--- config.mk ---
export PLATFORM = sky130hd
export DESIGN_NAME = rt_collision_analyzer
export DESIGN_NICKNAME = d
export VERILOG_FILES = /design/src/rtl/rca_pkg.sv /design/src/rtl/rca_table.sv /design/src/rtl/rca_overlap.sv /design/src/rtl/rca_ctrl.sv /design/src/rtl/rt_collision_analyzer.sv
export SDC_FILE = /design/constraint.sdc
export NUM_CORES = 1
export LEC_CHECK = 0
export BUFFER_PORTS_ARGS = -buffer_cell sky130_fd_sc_hd__buf_2
export CAP_MARGIN = 40
export CORE_MARGIN = 8
export CORE_UTILIZATION = 55
export CTS_CLUSTER_DIAMETER = 120
export DETAILED_ROUTE_END_ITERATION = 7
export PLACE_DENSITY = 0.79
export REMOVE_ABC_BUFFERS = 1
export SKIP_LAST_GASP = 1
export SLEW_MARGIN = 20
export SYNTH_ARGS = -nofsm -noshare
export SYNTH_HDL_FRONTEND = slang
export SYNTH_SLANG_ARGS = --single-unit
export TNS_END_PERCENT = 100
--- constraint.sdc ---
create_clock -name clk -period 4.8 [get_ports clk]
set_input_delay 0.72 -clock clk [delete_from_list [all_inputs] [get_ports clk]]
set_output_delay 0.72 -clock clk [all_outputs]
set_load 0.01 [all_outputs]
--- src/rtl/rca_pkg.sv ---
package rca_pkg;
  typedef enum logic [0:0] {S_IDLE, S_SCAN} scan_state_t;
endpackage

--- src/rtl/rca_table.sv ---
module rca_table #(
  parameter int STAGES = 3,
  parameter int COLS   = 8,
  localparam int SW = (STAGES > 1) ? $clog2(STAGES) : 1,
  localparam int MW = $clog2(COLS + 1)
) (
  input  logic                   clk,
  input  logic                   rst_n,
  input  logic                   wr_en,
  input  logic [SW-1:0]          wr_stage,
  input  logic [COLS-1:0]        wr_row,
  input  logic                   lock,
  output logic [STAGES*COLS-1:0] rows_flat,
  output logic [MW-1:0]          peak_marks
);
  logic [MW-1:0] row_cnt [STAGES];

  for (genvar s = 0; s < STAGES; s++) begin : g_row
    logic [COLS-1:0] row_q;
    always_ff @(posedge clk) begin
      if (!rst_n) row_q <= '0;
      else if (wr_en && !lock && wr_stage == SW'(s)) row_q <= wr_row;
    end
    assign rows_flat[s*COLS +: COLS] = row_q;
    always_comb begin
      row_cnt[s] = '0;
      for (int c = 0; c < COLS; c++) row_cnt[s] = row_cnt[s] + MW'(row_q[c]);
    end
  end

  always_comb begin
    peak_marks = '0;
    for (int s = 0; s < STAGES; s++)
      if (row_cnt[s] > peak_marks) peak_marks = row_cnt[s];
  end

  assert_locked_rows_R2: assert property (@(posedge clk) disable iff (!rst_n)
    lock |=> $stable(rows_flat));
endmodule

--- src/rtl/rca_overlap.sv ---
module rca_overlap #(
  parameter int STAGES = 3,
  parameter int COLS   = 8,
  localparam int DW = $clog2(COLS)
) (
  input  logic [STAGES*COLS-1:0] rows_flat,
  input  logic [DW-1:0]          lat,
  output logic                   hit
);
  logic [STAGES-1:0] stage_hit;
  for (genvar s = 0; s < STAGES; s++) begin : g_stage
    logic [COLS-1:0] r;
    assign r = rows_flat[s*COLS +: COLS];
    assign stage_hit[s] = |(r & (r >> lat));
  end
  assign hit = |stage_hit;
endmodule

--- src/rtl/rca_ctrl.sv ---
module rca_ctrl
  import rca_pkg::*;
#(
  parameter int COLS = 8,
  localparam int DW = $clog2(COLS),
  localparam int MW = $clog2(COLS + 1)
) (
  input  logic            clk,
  input  logic            rst_n,
  input  logic            start,
  input  logic            hit,
  input  logic [MW-1:0]   peak_marks,
  output logic [DW-1:0]   lat,
  output logic            lock,
  output logic            done,
  output logic [COLS-2:0] cv,
  output logic [DW-1:0]   max_forbidden,
  output logic [MW-1:0]   max_row_marks
);
  scan_state_t state;
  localparam logic [DW-1:0] LAST = DW'(COLS - 1);

  always_ff @(posedge clk) begin
    if (!rst_n) begin
      state <= S_IDLE; lat <= '0; cv <= '0; done <= 1'b0;
      max_forbidden <= '0; max_row_marks <= '0;
    end else begin
      case (state)
        S_IDLE: if (start) begin
          state <= S_SCAN; lat <= DW'(1); cv <= '0; done <= 1'b0;
          max_forbidden <= '0; max_row_marks <= peak_marks;
        end
        S_SCAN: begin
          cv[lat - DW'(1)] <= hit;
          if (hit) max_forbidden <= lat;
          if (lat == LAST) begin
            state <= S_IDLE; done <= 1'b1;
          end else lat <= lat + DW'(1);
        end
        default: state <= S_IDLE;
      endcase
    end
  end

  assign lock = (state == S_SCAN);

  assert_start_ignored_R7: assert property (@(posedge clk) disable iff (!rst_n)
    (state == S_SCAN && start && lat != LAST) |=> (state == S_SCAN && lat == $past(lat) + DW'(1)));
  assert_top_bit_set_R5: assert property (@(posedge clk) disable iff (!rst_n)
    (done && max_forbidden != '0) |-> cv[max_forbidden - DW'(1)]);
  assert_above_clear_R5: assert property (@(posedge clk) disable iff (!rst_n)
    done |-> ((cv >> max_forbidden) == '0));
  assert_sparse_empty_R8: assert property (@(posedge clk) disable iff (!rst_n)
    (done && max_row_marks <= MW'(1)) |-> (cv == '0 && max_forbidden == '0));
  assert_done_idle_R3: assert property (@(posedge clk) disable iff (!rst_n)
    done |-> state == S_IDLE);
endmodule

--- src/rtl/rt_collision_analyzer.sv ---
module rt_collision_analyzer #(
  parameter int STAGES = 3,
  parameter int COLS   = 8,
  localparam int SW = (STAGES > 1) ? $clog2(STAGES) : 1,
  localparam int DW = $clog2(COLS),
  localparam int MW = $clog2(COLS + 1)
) (
  input  logic            clk,
  input  logic            rst_n,
  input  logic            wr_en,
  input  logic [SW-1:0]   wr_stage,
  input  logic [COLS-1:0] wr_row,
  input  logic            start,
  output logic            done,
  output logic [COLS-2:0] cv,
  output logic [DW-1:0]   max_forbidden,
  output logic [MW-1:0]   max_row_marks
);
  logic [STAGES*COLS-1:0] rows_flat;
  logic [MW-1:0]          peak_marks;
  logic [DW-1:0]          lat;
  logic                   lock, hit;

  rca_table #(.STAGES(STAGES), .COLS(COLS)) u_table (
    .clk(clk), .rst_n(rst_n), .wr_en(wr_en), .wr_stage(wr_stage), .wr_row(wr_row),
    .lock(lock), .rows_flat(rows_flat), .peak_marks(peak_marks));

  rca_overlap #(.STAGES(STAGES), .COLS(COLS)) u_overlap (
    .rows_flat(rows_flat), .lat(lat), .hit(hit));

  rca_ctrl #(.COLS(COLS)) u_ctrl (
    .clk(clk), .rst_n(rst_n), .start(start), .hit(hit), .peak_marks(peak_marks),
    .lat(lat), .lock(lock), .done(done), .cv(cv),
    .max_forbidden(max_forbidden), .max_row_marks(max_row_marks));
endmodule

======== After elaboration in Yosys (flattened, before gate mapping) ========
Index checks and enable logic that the tools add are counted.
cells by class
  add/sub/neg operators ................... 23
  order comparisons ....................... 5
  equal/unequal tests ..................... 7
  shifts and indexed selects .............. 3
  multiplexer cells ....................... 20
  bitwise gates (word level) .............. 4
  reduce and logical (&&, ||, !) cells .... 12
operator list
  kind                                                                              count
  4-bit by 1-bit adder with 4-bit output                                            18
  8-bit AND                                                                         3
  24-bit OR reduction                                                               1
  8-bit by 3-bit right shift with 8-bit output                                      3
  7-bit case mux with 2 select lines                                                1
  3-bit two-way mux                                                                 4
  4-bit two-way mux                                                                 3
  3-bit case mux with 2 select lines                                                2
  4-bit greater-than comparator                                                     2
  2-bit AND reduction                                                               4
  7-bit bitwise mux                                                                 1
  7-bit two-way mux                                                                 1
  1-bit by 1-bit adder with 2-bit output                                            3
  2-bit != test (second input constant)                                             3
  1-bit logical AND                                                                 5
  1-bit two-way mux                                                                 5
  4-bit by 1-bit greater-than comparator with 1-bit output (second input constant)  1
  3-bit by 4-bit less-than comparator with 1-bit output (second input constant)     1
  1-bit case mux with 2 select lines                                                2
  3-bit by 1-bit adder with 3-bit output (second input constant)                    1
  1-bit demux with 3-bit select                                                     1
  3-bit equality test (second input constant)                                       1
  3-bit by 1-bit >= comparator with 1-bit output (second input constant)            1
  3-bit by 1-bit subtractor with 3-bit output (second input constant)               1
  6 further kinds                                                                   6
word-level totals
  bits in registers ....................... 43
  input port bits ......................... 14
  output and inout port bits .............. 15
  logic and storage cells ................. 83

======== Logic depth before layout (Yosys ltp) ========
  depth after elaboration ................. 13
  mapped depth ............................ 23
  gate-level depth less buffers ........... 23

======== By module ========
Synthesis repeated with hierarchy kept, for this count alone.
second synthesis, totals
  cell total of the unflattened synthesis .. 388
  area, all modules ....................... 3443.3 um2
by module, submodules not included
  module       instances  cells each  area an instance (um2)  seq. area each (um2)
  rca_table    1          203         1839.3                  480.5
  rca_ctrl     1          87          848.3                   380.4
  rca_overlap  1          98          755.7                   0.0

======== Worst setup path before layout ========
Ideal clock, no wire load.
  path kind ............................... register -> register
  from .................................... register u_table.g_row[1].row_q[1]
  to ...................................... register u_ctrl.max_row_marks[3]
  setup time .............................. 116 ps
  data arrival time ....................... 5056 ps
  data required time ...................... 4684 ps
  path slack .............................. -372 ps
  cell stages (with the launch flop) ...... 23
  buffers on the path ..................... 0
  cells stage by stage .................... dfxtp_1 > ha_1 > inv_1 > fa_1 > fa_1 > inv_1 > fa_1 > fa_1 > ha_1 > nor2b_1 > o21a_1 > o21a_1 > o21ai_1 > mux2i_1 > inv_1 > ha_1 > nor2b_1 > o21a_1 > o21a_1 > o21a_1 > nand2_1 > o211ai_1 > o211a_1
on the way
  cells in the longest elaborated chain, start to end .. 11
RTL lines
  item                                                     line             text
  from (decl)                                              rca_table.sv:19  logic [COLS-1:0] row_q;
  from (signal assigned)                                   rca_table.sv:22  else if (wr_en && !lock && wr_stage == SW'(s)) row_q <= wr_row;
  1-bit by 1-bit adder with 2-bit output (*)               rca_table.sv:27  for (int c = 0; c < COLS; c++) row_cnt[s] = row_cnt[s] + MW'(row_q[c]);
  4-bit by 1-bit adder with 4-bit output (*) (6 in a row)  rca_table.sv:27
  4-bit greater-than comparator                            rca_table.sv:34  if (row_cnt[s] > peak_marks) peak_marks = row_cnt[s];
  4-bit two-way mux (*)                                    rca_table.sv:34
  4-bit greater-than comparator                            rca_table.sv:34
  4-bit two-way mux (*)                                    rca_table.sv:34
  to (signal assigned)                                     rca_ctrl.sv:26   max_forbidden <= '0; max_row_marks <= '0;
  to (signal assigned)                                     rca_ctrl.sv:31   max_forbidden <= '0; max_row_marks <= peak_marks;
  to (decl)                                                rca_ctrl.sv:18   output logic [MW-1:0] max_row_marks
Every way passes the cells marked *; elsewhere a longest branch is shown, timed or not.
A chain may end at the register's enable or synchronous reset.

======== Worst setup path after layout ========
Same ends and word-level chain as after synthesis.

==> metrics.md <==
| Metric | Value |
|---|---|
| CTS tree | `done` |
| Crit-path max cell delay | `580 ps` |
| Worst min-delay path class | `flip-flop to flip-flop` |
| Min Clock Period, post-route | `5080 ps` |
| Post-synthesis sequential area ratio | `0.260` |
| Clock Latency Late Sink | `300 ps` |
| GRT Total Usage | `0.199` |
| Post-synth top area cell | `dfxtp_1` |
| TritonCTS buffer count | `5` |
| Hold Startpoint | `u_ctrl.max_row_marks[0]$_SDFFE_PN0P_` |
| Main flop type after synthesis | `dfxtp_1` |
| Setup TNS Final | `-964 ps` |
| Fill count | `516` |
| Total grt overflow | `0` |
| Setup Viol. Count Final | `4` |
| Final hold violation count | `0` |
| Area contributors post-synth | `dfxtp_1 (26%), nand2_1 (8.1%), ha_1 (7.6%), mux2i_1 (7.6%), fa_1 (7.3%)` |
| Initial antenna violation count | `0` |
| Clock Skew | `7.90 ps` |
| Area growth from synthesis to layout | `15.1%` |
| Final Cycle Share | `1.06` |
| Drt total wl | `8.33 mm` |
| Largest net degree at the start of global routing | `33` |
| GP Congestion | `0.981` |
| Synthesized area | `3310 sq um` |
| Via density | `5.82` |
| Yosys warning total | `0` |
| Crit path top cell by count | `o21a_1` |
| Nets | `500` |
| Hold Slack | `454 ps` |
| 1st-pass router iterations | `6` |
| Top delay family on crit path | `adder cells` |
| Count leader, synth | `nand2_1` |
| Fin worst setup slack | `-282 ps` |
| CP max FO | `7` |
| Reg2reg start | `u_table.g_row[1].row_q[1]$_SDFFE_PN0P_` |
| Worst slew margin | `0.476` |
| RSZ-0062 raised after global routing | `yes` |
| Crit Path Class | `flip-flop to flip-flop` |
| EDFF count, synth | `0` |
| Routed WL per cell | `15.7 microns` |
| Vias in the first global route | `2995` |
| Top-area cell type share of the netlist area | `0.260` |
| Leak pwr | `1.57 nW` |
| DRC errors left | `0` |
| Total core area | `5850 sq um` |
| Initial Utilization | `0.565` |
| Final ANT Viol Nets | `0` |
| Yosys reg bits | `43` |
| Worst path required time | `5000 ps` |
| H-tree depth | `2` |
| CTS max path bufs | `2` |
| Routed vias | `3086` |
| Die ar. | `8750 sq um` |
| Arrival @ worst endpoint | `5280 ps` |
| Row Count | `28` |
| Share of cells above drive strength 1 | `0.204` |
| Pwr dens | `250 nW/um^2` |
| Violated checks | `setup timing` |
| CP Capture Type | `flip-flop` |
| Worst vdd ir | `0.221 mV` |
| Die width | `93.5 microns` |
| Worst-margin pin slew | `780 ps` |
| Die H | `93.5 microns` |
| First-pass GRT wire length | `14.1 mm` |
| # diodes | `0` |
| Total chip power | `0.952 mW` |
| I/O Buffers | `28` |
| Post-DP HPWL | `6.36 mm` |
| Critical Path, Cell by Cell | `ha_4 -> inv_2 -> fa_1 -> fa_1 -> inv_1 -> fa_2 -> fa_2 -> ha_4 -> nor2b_4 -> o21a_1 -> o21a_1 -> o21ai_2 -> mux2i_1 -> inv_1 -> ha_4 -> nor2b_4 -> o21a_1 -> o21a_1 -> o21a_4 -> nand2_1 -> o211ai_1 -> o211a_1` |
| Slowest-stage cell, CP | `fa_2` |
| Reg clk slew, reported paths | `80 ps` |
| Slew Limit Fails | `0` |
| Worst Setup SP | `u_table.g_row[1].row_q[1]$_SDFFE_PN0P_` |
| Io pins | `29` |
| Worst Path Buf+Inv | `3` |
| Startpoint types | `flip-flop` |
| Status | `finished with violations` |
| Syn Area/Cell | `8.07 sq um` |
| Yosys cell types | `59` |
| Root buf cell | `clkbuf_8` |
| Max Cap Viol | `0` |
| CTS hold repair buffers | `0` |
| Initial DRC count | `247` |
| Commonest cells post-synth | `nand2_1 (71), dfxtp_1 (43), inv_1 (34)` |
| Cells after Synth | `410` |
| Clk sinks | `43` |
| Fraction of registers with async set/reset | `0` |
| Highest clock rate | `197 MHz` |
worst paths after layout:
check	end	depth (start not counted)	slack (ps)
worst max-delay path	u_ctrl.max_row_marks[3]$_SDFFE_PN0P_	22	-280
worst max register to register	u_ctrl.max_row_marks[3]$_SDFFE_PN0P_	22	-280
worst min register to register	u_ctrl.max_row_marks[0]$_SDFFE_PN0P_	2	450
worst min-delay path	u_ctrl.max_row_marks[0]$_SDFFE_PN0P_	2	450
report_power, final:
part / internal, mW / switching, mW
clock network: 0.102 / 0.130
registers: 0.372 / 0.0166
logic: 0.154 / 0.177
repair_timing:
| action | CTS | global route |
|---|---|---|
| pin swaps | 1 | 3 |
| setup endpoints to repair | 4 | 4 |
| buffers inserted | 1 | 1 |
| hold endpoints to repair | 0 | 0 |
| resized for setup | 12 | 7 |
stage by stage:
| stage | cell area [sq um] | worst slack [ps] | cells | utilization |
|---|---|---|---|---|
| 3_5_place_dp | 3590 | -512 | 518 | 0.614 |
| 4_1_cts | 3740 | -320 | 527 | 0.639 |
| 3_3_place_gp | 3590 | -287 | 518 | 0.614 |
| 5_1_grt | 3810 | -429 | 530 | 0.651 |
| 2_1_floorplan | 3170 | -385 | 389 | - |
| 6_report | 3810 | -282 | 530 | 0.651 |
flip-flops by register name, summed over array words and instances (netlist names):
register	flops
u_ctrl.cv	7
u_ctrl.done	1
u_ctrl.lat	3
u_ctrl.lock	1
u_ctrl.max_forbidden	3
u_ctrl.max_row_marks	4
u_table.g_row.row_q	24
final cells by class:
cell class / count / area, sq um / share of cell area
multi-input combinational: 310 / 2240 / 0.590
timing repair buffer: 58 / 380 / 0.0999
clock inverter: 2 / 12.5 / 0.00329
inverter: 36 / 138 / 0.0362
tap: 75 / 93.8 / 0.0247
sequential: 43 / 865 / 0.227
clock buffer: 6 / 72.6 / 0.0191
routing by layer:
| metal | track usage | vias up | share of wire |
|---|---|---|---|
| met5 | 0 | - | 0 |
| met4 | 0.0621 | 0 | 0.019 |
| met3 | 0.0321 | 15 | 0.066 |
| met2 | 0.328 | 115 | 0.47 |
| met1 | 0.258 | 1448 | 0.45 |
| li1 | - | 1508 | - |
placed cells by master (no fill, tap or decap), types with 6 or more instances in the layout:
master	Yosys	layout
dfxtp_1	43	40
buf_4	1	28
nand2b_1	7	7
mux2i_1	25	25
o211ai_1	6	6
o21a_1	7	6
inv_1	34	33
fa_1	12	9
buf_2	4	28
nor3_1	8	8
o21ai_0	16	14
nor2_1	30	30
nand2_1	71	71
nor2b_1	8	6
a21oi_1	32	32
ha_1	20	16
worst min-delay path: stages, from the launching register on:
cell	delay [ps]
dfxtp_1	310
nand2_1	60
o21ai_1	50
kinds of logic after synthesis:
kind of cell | after synthesis | synth area share
AOI/OAI and AO/OA | 101 | 0.208
DFF | 43 | 0.260
buffers and inverters | 57 | 0.0844
muxes | 30 | 0.0927
adders and majority gates | 32 | 0.148
and+or+nand+nor | 141 | 0.190
xor gates and xnor gates | 6 | 0.0159
Note: power is estimated with default switching activity, not from simulation.
